===== config.mk =====
export PLATFORM = sky130hd
export DESIGN_NAME = flash_sector_rewriter
export DESIGN_NICKNAME = d
export VERILOG_FILES = /design/src/rtl/flash_sector_rewriter.sv
export SDC_FILE = /design/constraint.sdc
export NUM_CORES = 1
export LEC_CHECK = 0
export BUFFER_PORTS_ARGS = -buffer_cell sky130_fd_sc_hd__buf_2
export CORE_ASPECT_RATIO = 0.7
export CORE_MARGIN = 4
export CORE_UTILIZATION = 43
export CTS_CLUSTER_SIZE = 25
export DETAILED_ROUTE_END_ITERATION = 12
export HOLD_SLACK_MARGIN = 0.15
export PLACE_DENSITY_LB_ADDON = 0.2
export REMOVE_ABC_BUFFERS = 1
export SYNTH_ARGS = -nofsm -noshare
export SYNTH_HDL_FRONTEND = slang
export SYNTH_SLANG_ARGS = --single-unit

===== constraint.sdc =====
create_clock -name clk -period 3.1 [get_ports clk]
set_clock_uncertainty 0.1 [all_clocks]
set_input_delay 0.62 -clock clk [delete_from_list [all_inputs] [get_ports clk]]
set_output_delay 0.62 -clock clk [all_outputs]
set_load 0.01 [all_outputs]

===== src/rtl/flash_sector_rewriter.sv =====
module flash_sector_rewriter #(
  parameter int SCK_HALF = 2,
  parameter int SECT_W   = 3,
  parameter int PAGE_W   = 8,
  parameter int BYTE_W   = 8,
  parameter int POLL_W   = 16
) (
  input  logic                      clk,
  input  logic                      rst_n,
  input  logic                      req_valid,
  input  logic [SECT_W-1:0]         req_sector,
  input  logic [POLL_W-1:0]         poll_limit,
  output logic                      busy,
  output logic                      done,
  output logic                      timeout,
  output logic [PAGE_W+BYTE_W-1:0]  buf_addr,
  output logic                      buf_wr_en,
  output logic [7:0]                buf_wr_data,
  input  logic [7:0]                buf_rd_data,
  output logic                      spi_sck,
  output logic                      spi_cs_n,
  output logic                      spi_mosi,
  input  logic                      spi_miso
);

  localparam int OFS_W      = PAGE_W + BYTE_W;
  localparam int ADDR_W     = SECT_W + OFS_W;
  localparam int SECT_BYTES = 1 << OFS_W;
  localparam int PAGE_BYTES = 1 << BYTE_W;
  localparam int CNT_W      = OFS_W + 2;
  localparam int DIV_W      = $clog2(SCK_HALF + 1);

  typedef enum logic [1:0] {S_IDLE, S_GAP, S_XFER} st_t;
  typedef enum logic [2:0] {P_READ, P_WEN_E, P_ERASE, P_POLL_E, P_WEN_P, P_PROG, P_POLL_P} ph_t;

  st_t               st;
  ph_t               ph;
  logic [SECT_W-1:0] sector;
  logic [PAGE_W-1:0] page;
  logic [DIV_W-1:0]  div;
  logic              gap_half;
  logic              sck, cs_n;
  logic [7:0]        tx, rx;
  logic [2:0]        bitc;
  logic [CNT_W-1:0]  bcnt;
  logic [POLL_W-1:0] pcnt;
  logic              done_r, tmo_r;

  logic              tick, byte_end, last_byte;
  logic [CNT_W-1:0]  nbytes;
  logic [ADDR_W-1:0] flash_addr;
  logic [23:0]       addr24;
  logic [7:0]        next_byte, opcode;

  assign tick     = (st != S_IDLE) && (div == DIV_W'(SCK_HALF - 1));
  assign byte_end = (st == S_XFER) && tick && sck && (bitc == 3'd7);

  always_comb begin
    case (ph)
      P_READ:             begin nbytes = CNT_W'(4 + SECT_BYTES); opcode = 8'h03; end
      P_WEN_E, P_WEN_P:   begin nbytes = CNT_W'(1);              opcode = 8'h06; end
      P_ERASE:            begin nbytes = CNT_W'(4);              opcode = 8'hD8; end
      P_PROG:             begin nbytes = CNT_W'(4 + PAGE_BYTES); opcode = 8'h02; end
      default:            begin nbytes = CNT_W'(2);              opcode = 8'h05; end
    endcase
  end

  assign last_byte  = (bcnt == nbytes - CNT_W'(1));
  assign flash_addr = {sector, (ph == P_PROG) ? page : {PAGE_W{1'b0}}, {BYTE_W{1'b0}}};
  assign addr24     = 24'(flash_addr);

  always_comb begin
    case (bcnt + CNT_W'(1))
      CNT_W'(1): next_byte = addr24[23:16];
      CNT_W'(2): next_byte = addr24[15:8];
      CNT_W'(3): next_byte = addr24[7:0];
      default:   next_byte = (ph == P_PROG) ? buf_rd_data : 8'h00;
    endcase
  end

  assign buf_addr    = (ph == P_PROG) ? {page, BYTE_W'(bcnt - CNT_W'(3))}
                                      : OFS_W'(bcnt - CNT_W'(4));
  assign buf_wr_en   = byte_end && (ph == P_READ) && (bcnt >= CNT_W'(4));
  assign buf_wr_data = rx;

  always_ff @(posedge clk or negedge rst_n) begin
    if (!rst_n) begin
      st       <= S_IDLE;
      ph       <= P_READ;
      sector   <= '0;
      page     <= '0;
      div      <= '0;
      gap_half <= 1'b0;
      sck      <= 1'b0;
      cs_n     <= 1'b1;
      tx       <= '0;
      rx       <= '0;
      bitc     <= '0;
      bcnt     <= '0;
      pcnt     <= '0;
      done_r   <= 1'b0;
      tmo_r    <= 1'b0;
    end else begin
      done_r <= 1'b0;
      tmo_r  <= 1'b0;
      if (st == S_IDLE || tick) div <= '0;
      else                      div <= div + DIV_W'(1);

      case (st)
        S_IDLE: if (req_valid) begin
          sector   <= req_sector;
          page     <= '0;
          ph       <= P_READ;
          st       <= S_GAP;
          gap_half <= 1'b0;
        end
        S_GAP: if (tick) begin
          if (gap_half) begin
            st   <= S_XFER;
            cs_n <= 1'b0;
            tx   <= opcode;
            bcnt <= '0;
            bitc <= '0;
          end else begin
            gap_half <= 1'b1;
          end
        end
        S_XFER: if (tick) begin
          if (!sck) begin
            sck <= 1'b1;
            rx  <= {rx[6:0], spi_miso};
          end else begin
            sck <= 1'b0;
            if (bitc != 3'd7) begin
              bitc <= bitc + 3'd1;
              tx   <= {tx[6:0], 1'b0};
            end else begin
              bitc <= '0;
              if (!last_byte) begin
                bcnt <= bcnt + CNT_W'(1);
                tx   <= next_byte;
              end else begin
                cs_n     <= 1'b1;
                st       <= S_GAP;
                gap_half <= 1'b0;
                case (ph)
                  P_READ:  ph <= P_WEN_E;
                  P_WEN_E: ph <= P_ERASE;
                  P_ERASE: begin ph <= P_POLL_E; pcnt <= '0; end
                  P_WEN_P: ph <= P_PROG;
                  P_PROG:  begin ph <= P_POLL_P; pcnt <= '0; end
                  P_POLL_E, P_POLL_P: begin
                    if (rx[0]) begin
                      if (({1'b0, pcnt} + (POLL_W+1)'(1)) >= {1'b0, poll_limit}) begin
                        st    <= S_IDLE;
                        tmo_r <= 1'b1;
                      end else begin
                        pcnt <= pcnt + POLL_W'(1);
                      end
                    end else if (ph == P_POLL_E) begin
                      ph <= P_WEN_P;
                    end else if (page != {PAGE_W{1'b1}}) begin
                      ph   <= P_WEN_P;
                      page <= page + PAGE_W'(1);
                    end else begin
                      st     <= S_IDLE;
                      done_r <= 1'b1;
                    end
                  end
                  default: ph <= P_READ;
                endcase
              end
            end
          end
        end
        default: st <= S_IDLE;
      endcase
    end
  end

  assign busy     = (st != S_IDLE);
  assign done     = done_r;
  assign timeout  = tmo_r;
  assign spi_sck  = sck;
  assign spi_cs_n = cs_n;
  assign spi_mosi = tx[7];

endmodule


## After elaboration in Yosys (flattened, before gate mapping)

Cells that the tools add are included.
Widths: inputs -> output; s select.

- Output and inout port bits: 31
- Logic and storage cells: 185
- Flip-flop bits (word level): 76
- Input bits: 31

- $lt $le $gt $ge: 2
- Bitwise logic cells: 2
- $add $sub $neg: 9
- Reduce and logical (&&, ||, !) cells: 29
- Equal/unequal tests: 33
- Multiplexer cells: 95

Operator list:

| kind | count |
|---|---|
| $mux 8 | 17 |
| $mux 18 | 6 |
| $pmux 17 s4 | 1 |
| $mux 16 | 3 |
| $mux 3 | 13 |
| $eq 18x2->1 const B | 2 |
| $pmux 18 s2 | 1 |
| $mux 1 | 33 |
| $pmux 16 s2 | 1 |
| $pmux 8 s2 | 2 |
| $pmux 8 s4 | 1 |
| $reduce_and 7->1 | 4 |
| $ne 2x2->1 const B | 12 |
| $pmux 8 s3 | 1 |
| $mux 2 | 10 |
| $add 18x1->18 const B | 1 |
| $eq 18x1->1 const B | 1 |
| $eq 18x18->1 | 1 |
| $ge 18x3->1 const B | 1 |
| $pmux 3 s6 | 1 |
| $sub 18x1->18 const B | 1 |
| $add 16x1->17 const B | 1 |
| $ge 17x16->1 | 1 |
| $add 16x1->16 const B | 1 |
| 33 further kinds | 54 |

## Logic depth before layout (Yosys ltp)

Gate-level depths: netlist of the first run.

- Depth in word-level cells: 10
- Mapped depth: 16
- Mapped depth without buffers: 14

## Worst setup path before layout of the first run

Ideal clock, no wire load.

- Path kind: flip-flop to flip-flop
- From: register pcnt[2]
- To: register pcnt[11]
- Cell stages (with the launch flop): 16
- Setup time: 74 ps
- Arrival: 2,985 ps
- Path buffers: 2
- Data required time: 2,926 ps
- Path slack: -59 ps
- Period minus slack after synthesis: 3,159 ps
- Cell sequence: dfrtp_1 > nand4_4 > or2_2 > nor2_1 > nand3_1 > xnor2_1 > ha_1 > nand4_1 > nor2_1 > a21o_1 > nor3_1 > a21oi_2 > or2_1 > buf_6 > buf_12 > o21ai_2

- Cells in the longest elaborated chain, start to end: 4
- Elaborated cells between the ends (all ways): 8
- Classes of those cells: add/sub: 2; order compare: 1; eq/ne: 1; mux: 3; reduce/logical: 1

RTL lines:

| what | RTL line | text |
|---|---|---|
| start: declaration | 46 | `logic [POLL_W-1:0] pcnt;` |
| start signal: assignment | 158 | `pcnt <= pcnt + POLL_W'(1);` |
| $add 16x1->17 or $add 16x1->16 (tied branches) | 154, 158 |  |
| $ge 17x16->1 or $mux 16 (tied branches) | 154 | `if (({1'b0, pcnt} + (POLL_W+1)'(1)) >= {1'b0, poll_limit}) begin` |
| $ne 2x2->1 (no source line) or $mux 16 (tied branches) | - |  |
| $reduce_and 8->1 (no source line) or $pmux 16 s2 (tied branches) | - |  |

Parallel ways exist; a longest one is shown, timed or not. The select of a mux whose other input is x is not followed.
A chain may end at the register's enable or synchronous reset.

## Worst setup path in the final report of the first run

- From: register pcnt[1]
- To: register pcnt[0]

- Cells in the longest elaborated chain, start to end: 4

RTL lines:

| what | RTL line |
|---|---|
| $add 16x1->17 | 154 |
| $ge 17x16->1 | 154 |
| $ne 2x2->1 (no source line) | - |
| $reduce_and 8->1 (no source line) | - |

No other way between the ends.

==> results of run 1 <==
==> timing repair <==
item                                    4_1_cts  5_1_grt
endpoints found under the setup margin       17       22
setup buffers                                 8        3
pin swaps                                    11       18
gates resized for setup                      16       27
==> routing by layer <==
layer / routed length (um) / vias to the layer above / global-route usage / part of all wire
met5: 0 / - / 0 / 0
met4: 125 / 0 / 0.0369 / 0.0077
met3: 1000 / 14 / 0.0507 / 0.062
met2: 7210 / 178 / 0.324 / 0.44
met1: 7890 / 2571 / 0.308 / 0.49
li1: - / 2602 / - / -
==> placed cells by master, fill, tap and decap left out, types with 5 or more instances in the layout <==
cell type,synthesis,routed
o21ai_2,10,11
xnor2_1,29,28
a21oi_1,16,13
buf_4,4,61
or3_1,6,6
nand4_1,11,11
and2_1,5,5
nor3_1,17,15
nand3_1,32,30
clkbuf_16,0,9
o21ai_1,7,12
ha_1,33,31
xor2_1,9,9
a21oi_2,2,5
dfrtp_1,75,71
nand2_1,81,81
a31oi_1,13,13
a21o_1,7,7
inv_1,32,32
o31ai_1,11,6
mux2i_1,10,10
and3_1,13,13
o21ai_0,70,64
buf_2,15,60
nor2_1,57,52
mux2_2,17,16
o31ai_2,0,5
==> registers in the layout (all words and copies together) (netlist names), 2 cells and up <==
register     flops
bitc             3
page             8
ph               3
tx               8
bcnt            18
st               2
div              2
sector           3
buf_wr_data      8
pcnt            16
==> cell type report <==
class,instances,area share
Multi-Input combinational cell,532,0.517
Sequential cell,76,0.272
Timing Repair Buffer,125,0.118
Clock buffer,10,0.0341
Tap cell,166,0.0296
Inverter,32,0.0171
Clock inverter,6,0.0123
==> critical path: stages, from the launching register on <==
cell	delay, ns
dfrtp_1	0.40
ha_4	0.17
nand2_1	0.09
buf_4	0.16
nor4_4	0.22
xor2_1	0.21
ha_1	0.27
nand4_1	0.16
nor2_2	0.08
buf_4	0.13
a21o_1	0.17
nor3_2	0.17
a21oi_2	0.08
or2_4	0.28
buf_12	0.15
o31ai_2	0.19
==> worst max path at each step <==
stage / start / to / slack (ns)
after floorplan: pcnt[2]$_DFFE_PN0P_ / pcnt[6]$_DFFE_PN0P_ / -0.41
after global placement: pcnt[3]$_DFFE_PN0P_ / st[0]$_DFFE_PN0P_ / -0.009
after detailed placement: pcnt[0]$_DFFE_PN0P_ / st[0]$_DFFE_PN0P_ / -0.16
after CTS: pcnt[1]$_DFFE_PN0P_ / pcnt[0]$_DFFE_PN0P_ / 0.003
after global routing: pcnt[3]$_DFFE_PN0P_ / pcnt[8]$_DFFE_PN0P_ / -0.16
final: pcnt[1]$_DFFE_PN0P_ / pcnt[0]$_DFFE_PN0P_ / -0.02
==> stage by stage <==
step	setup slack, ns	area [sq um]	hold WS, ns	power, mW
detailed placement	-0.163	6460	0.328	2.30
CTS	0.00322	6910	0.339	3.48
global placement	-0.00873	6460	0.323	2.26
global route	-0.155	7020	0.367	3.67
floorplan	-0.407	5520	0.224	1.92
finish	-0.0202	7020	0.335	3.47
==> cells in the mapped netlist (all sizes together), types with 3 or more instances <==
master / n
xnor2: 29
a31oi: 13
nand3: 33
o221ai: 3
and2: 7
xor2: 9
inv: 32
nand3b: 4
and3: 13
a21o: 7
clkbuf: 20
nor2: 57
a22o: 4
nand2: 84
mux2i: 10
or2: 4
nand2b: 4
buf: 26
ha: 33
nor2b: 4
dfrtp: 75
o31ai: 11
nand4: 12
a22oi: 4
mux2: 17
nor3: 19
a21oi: 18
o21ai: 87
or3: 6
nor4: 10
==> where the power goes <==
| part | internal (mW) | total, mW | leakage [nW] | switching, mW |
|---|---|---|---|---|
| Combinational | 0.430 | 1.07 | 2.12 | 0.637 |
| Sequential | 1.14 | 1.24 | 0.930 | 0.101 |
| Clock | 0.727 | 1.17 | 0.159 | 0.438 |
| Total | 2.29 | 3.47 | 3.21 | 1.18 |
==> kinds of logic after synthesis <==
logic type | Yosys count | synth area share
buf+inv | 78 | 0.0660
fa+ha+maj | 33 | 0.0714
flops | 76 | 0.329
mux | 27 | 0.0504
compound gates | 167 | 0.188
xor+xnor | 38 | 0.0576
simple gates | 267 | 0.237
==> out/metrics.cfg, run 1 <==
[place]
place_inst = 920
gp_congestion = 0.893
port_buffers = 61
post-dp-hpwl_mm = 11.8

[die]
rows = 35
die_y_um = 105
initial_utilization = 0.440
io_pins = 62
die-area_sq_mm = 0.0154
core_sq_mm = 0.0131
fp.dieW_um = 147

[yosys]
synth_top_area_cell = dfrtp_1
synth_cell_types = 69
yosysTopAreaCellShare = 0.325
seq_area_frac_synth = 0.329
synth_seq_cells = 76
synth_ff_type = dfrtp_1
synthArstFlopShare = 1.00
ys_warn_count = 0
syn_area_per_cell_sq_um = 8.43
synthTopCellsByArea = dfrtp_1 (32%), ha_1 (7.1%), o21ai_0 (6.1%), nand2_1 (5.3%), xnor2_1 (4.4%)
synth_edf_count = 0
synthCells = 686
syn-cell-area_sq_mm = 0.00578

[flow_run]
cap_violations = 0

[global_route]
grt_overflow = 0
grt_pass1_wl_mm = 27.0
grt_util_all_layers = 0.212
grt_pass1_vias = 5294
antenna_found_initial = 0
grt_max_degree = 77

[hold_path]
min_to = div[0]$_DFF_PN0_
holdCritPathClass = flop to flop
hold_path_depth = 1
min_from = div[0]$_DFF_PN0_

[timing]
fin_ws_ns = -0.0202
period_share = 1.01
slew_headroom = 0.336
hold_viol_final = 0
drv_slew = 0
fin_crit_ns = 3.12
setup_viol = 1
rsz0062_at_grt = yes
finalSetupTns_ns = -0.0202
fmax_mhz = 320
worst_pin_slew_ns = 0.995

[detailed_routing]
vias_per_cell = 5.67
dr.pass1.iters = 5
postRouteAntennaNets = 0
vias = 5365
routed_wl_mm = 16.2
drc = 0
wl_per_cell_um = 17.1
first_iter_violations = 400

[finish]
drive_gt1_frac = 0.283
register_area_sq_mm = 0.00191
fin_nets = 840
diodes = 0
final_cells = 947
multiInputGateArea_sq_mm = 0.00363
fill_cells = 1209
fin_util = 0.534
area_growth_pct = 21.4

[setup_path]
critPathRequiredTime_ns = 3.25
worstPathArrival_ns = 3.27
timing_worst_setup_path_type = flop to flop
reg2reg_from = pcnt[1]$_DFFE_PN0P_
reg2reg_setup_slack_ns = -0.02
cp-end-kind = flop
crit_fanout = 9
worst_setup_path_start_kind = flop
reg2reg_depth = 15
reg2reg_to = pcnt[0]$_DFFE_PN0P_

[power]
leakage_nw = 3.21
p_per_area_mw_per_mm2 = 495
irDropWorstVdd_mv = 0.295

[outcome]
violations = negative setup slack
status = complete, but fails checks

[cts]
cts_hold_buffers = 0
cts_buffer_depth = 2
clk_latency_ns = 0.34
clkTransAtPathRegs_ns = 0.06
cts_max_level = 3
cts-root-buf = clkbuf_16
cts_buffers = 9
tritoncts = built
clock-sinks = 76

(Power assumes the default switching activity.)
==> inputs of run 2 (changes only) <==
Clock period 3.1 ns to 3.6 ns, I/O delays scaled along.
==> run 2 against run 1 <==
  * The run now ends clean
  * Utilization fell by 4.3 points
  * Largest cell class unchanged
  * Sequential power down 15%
  * Sequential share of layout area rose by 2.4 points
  * Critical path depth is 1 lower
  * Global-route usage fell by 0.94 points
  * Wire length fell by 6.1%
  * First-iteration DRC count up 5.8%
  * Critical endpoint unchanged
  * Non-clock buffer count shrank 50
  * Clock-buffer cell count decreased by 1
  * Worst setup slack improved by 0.27 ns
  * Total power is 19% lower
==> out/metrics.cfg, run 2 (synthesis results as in run 1) <==
[detailed_routing]
vias_per_cell = 5.73  ; +1.1%
vias = 5138  ; -4.2%
drc = 0  ; unchanged
dr.pass1.iters = 6  ; +1
postRouteAntennaNets = 0  ; unchanged
wl_per_cell_um = 17.0  ; -0.89%
routed_wl_mm = 15.2  ; -6.1%
first_iter_violations = 423  ; +5.8%

[global_route]
grt_pass1_wl_mm = 25.4  ; -5.8%
antenna_found_initial = 0  ; unchanged
grt_max_degree = 77  ; unchanged
grt_pass1_vias = 4975  ; -6.0%
grt_overflow = 0  ; unchanged
grt_util_all_layers = 0.203  ; -0.00944

[power]
leakage_nw = 2.89  ; -10%
seqPwrFrac = 0.379  ; +0.022
p_comb_frac = 0.308  ; about the same
swShare = 0.365  ; +0.0257
p_int_mw = 1.78  ; -22%
irDropWorstVdd_mv = 0.254  ; -14%
p_per_area_mw_per_mm2 = 436  ; -12%
p_clk_frac = 0.314  ; -0.022
switchingPower_mw = 1.02  ; -13%

[die]
die-area_sq_mm = 0.0154  ; unchanged
io_pins = 62  ; unchanged
die_y_um = 105  ; unchanged
core_sq_mm = 0.0131  ; unchanged
initial_utilization = 0.440  ; unchanged
fp.dieW_um = 147  ; unchanged
rows = 35  ; unchanged

[place]
port_buffers = 61  ; unchanged
place_inst = 881  ; -4.2%
postPlaceCellArea_sq_mm = 0.00614  ; -4.9%
gp_congestion = 0.937  ; +4.9%
post-dp-hpwl_mm = 11.1  ; -6.3%

[timing]
drv_slew = 0  ; unchanged
slew_headroom = 0.329  ; -0.00725
fin_crit_ns = 3.35  ; +0.228 ns
setup_viol = 0  ; -1
worst_pin_slew_ns = 0.999  ; +0.00319 ns
period_share = 0.930  ; -0.0765
hold_viol_final = 0  ; unchanged
fmax_mhz = 299  ; -6.8%
hold_ws_ns = 0.338  ; +0.00240 ns
finalSetupTns_ns = 0  ; +0.0202 ns
rsz0062_at_grt = no

[outcome]
status = completed

[finish]
diodes = 0  ; unchanged
top_register = bcnt
fin_area_sq_mm = 0.00645  ; -8.1%
final_cells = 897  ; -5.3%
fin_util = 0.491  ; -0.0433
area_growth_pct = 11.5
final_cell_mix = nand2_1 (81), dfrtp_1 (72), o21ai_0 (70)
layout_commonest_cell = nand2_1
largest_register_ffs = 18  ; unchanged
drive_gt1_frac = 0.204  ; -0.0791
reg.largest.list = bcnt x18, pcnt x16
fin_nets = 790  ; -6.0%

[setup_path]
crit_fanout = 16  ; +7
worst_setup_path_start_kind = flop
cp-end-kind = flop
worstPathArrival_ns = 3.49  ; +0.22 ns
critPathRequiredTime_ns = 3.74  ; +0.49 ns
timing_worst_setup_path_type = flop to flop

[cts]
clock-sinks = 76  ; unchanged
cts_buffers = 9  ; unchanged
clkTransAtPathRegs_ns = 0.06  ; about the same
post_cts_buffers = 0  ; -8
cts_resized = 0  ; -16
tritoncts = built
cts_buffer_depth = 2  ; unchanged
cts_hold_buffers = 0  ; unchanged
cts-root-buf = clkbuf_16
clk_latency_ns = 0.34  ; about the same
cts_max_level = 3  ; unchanged

[flow_run]
cap_violations = 0  ; unchanged

[hold_path]
holdCritPathClass = flop to flop

==> run 2: worst paths after layout <==
path,from,end,slack [ns],cells after the start
min in group asynchronous,rst_n,buf_wr_data[6]$_DFFE_PN0P_,0.45,1
hold / removal,div[0]$_DFF_PN0_,div[0]$_DFF_PN0_,0.34,1
setup / recovery,pcnt[4]$_DFFE_PN0P_,pcnt[0]$_DFFE_PN0P_,0.25,14
hold reg to reg,div[0]$_DFF_PN0_,div[0]$_DFF_PN0_,0.34,1
setup reg to reg,pcnt[4]$_DFFE_PN0P_,pcnt[0]$_DFFE_PN0P_,0.25,14
max in group asynchronous,rst_n,pcnt[2]$_DFFE_PN0P_,2.27,1
==> run 2: area by class of cell <==
cell class                 count  area, sq um
tap                          166          208
fill                        1250         6690
clock inverter                 7         58.8
inverter                      32          120
timing repair buffer          75          417
sequential                    76         1910
clock buffer                   9          225
multi-input combinational    532         3510
==> run 2: power groups by stage <==
stage	clock network, mW	logic [mW]	registers (mW)
floorplan	0	0.588	1.06
global placement	0	0.840	1.07
detailed placement	0	0.858	1.08
CTS	0.903	0.863	1.06
global route	0.942	0.968	1.08
finish	0.880	0.865	1.06
==> run 2: critical path: stages, from the launching register on <==
cell	delay, ns
dfrtp_1	0.45
nand4_4	0.17
or2_2	0.38
nor2_2	0.22
nand3_1	0.18
xnor2_1	0.16
ha_1	0.31
nand4_1	0.10
nor2_1	0.05
a21o_1	0.19
nor3_1	0.22
a21oi_2	0.10
or2_1	0.22
buf_6	0.18
o31ai_1	0.22
==> run 2: metal layers <==
layer	wire length, um	GRT usage	vias to the layer above
met5	0	0	-
met4	174	0.0510	0
met3	872	0.0425	15
met2	6770	0.310	150
met1	7420	0.292	2455
li1	-	-	2518
==> run 2: metrics by stage <==
step / total power, mW / setup slack [ns]
CTS: 2.83 / 0.126
floorplan: 1.65 / 0.0932
global route: 2.99 / 0.00544
finish: 2.81 / 0.252
global placement: 1.91 / 0.274
detailed placement: 1.94 / 0.139
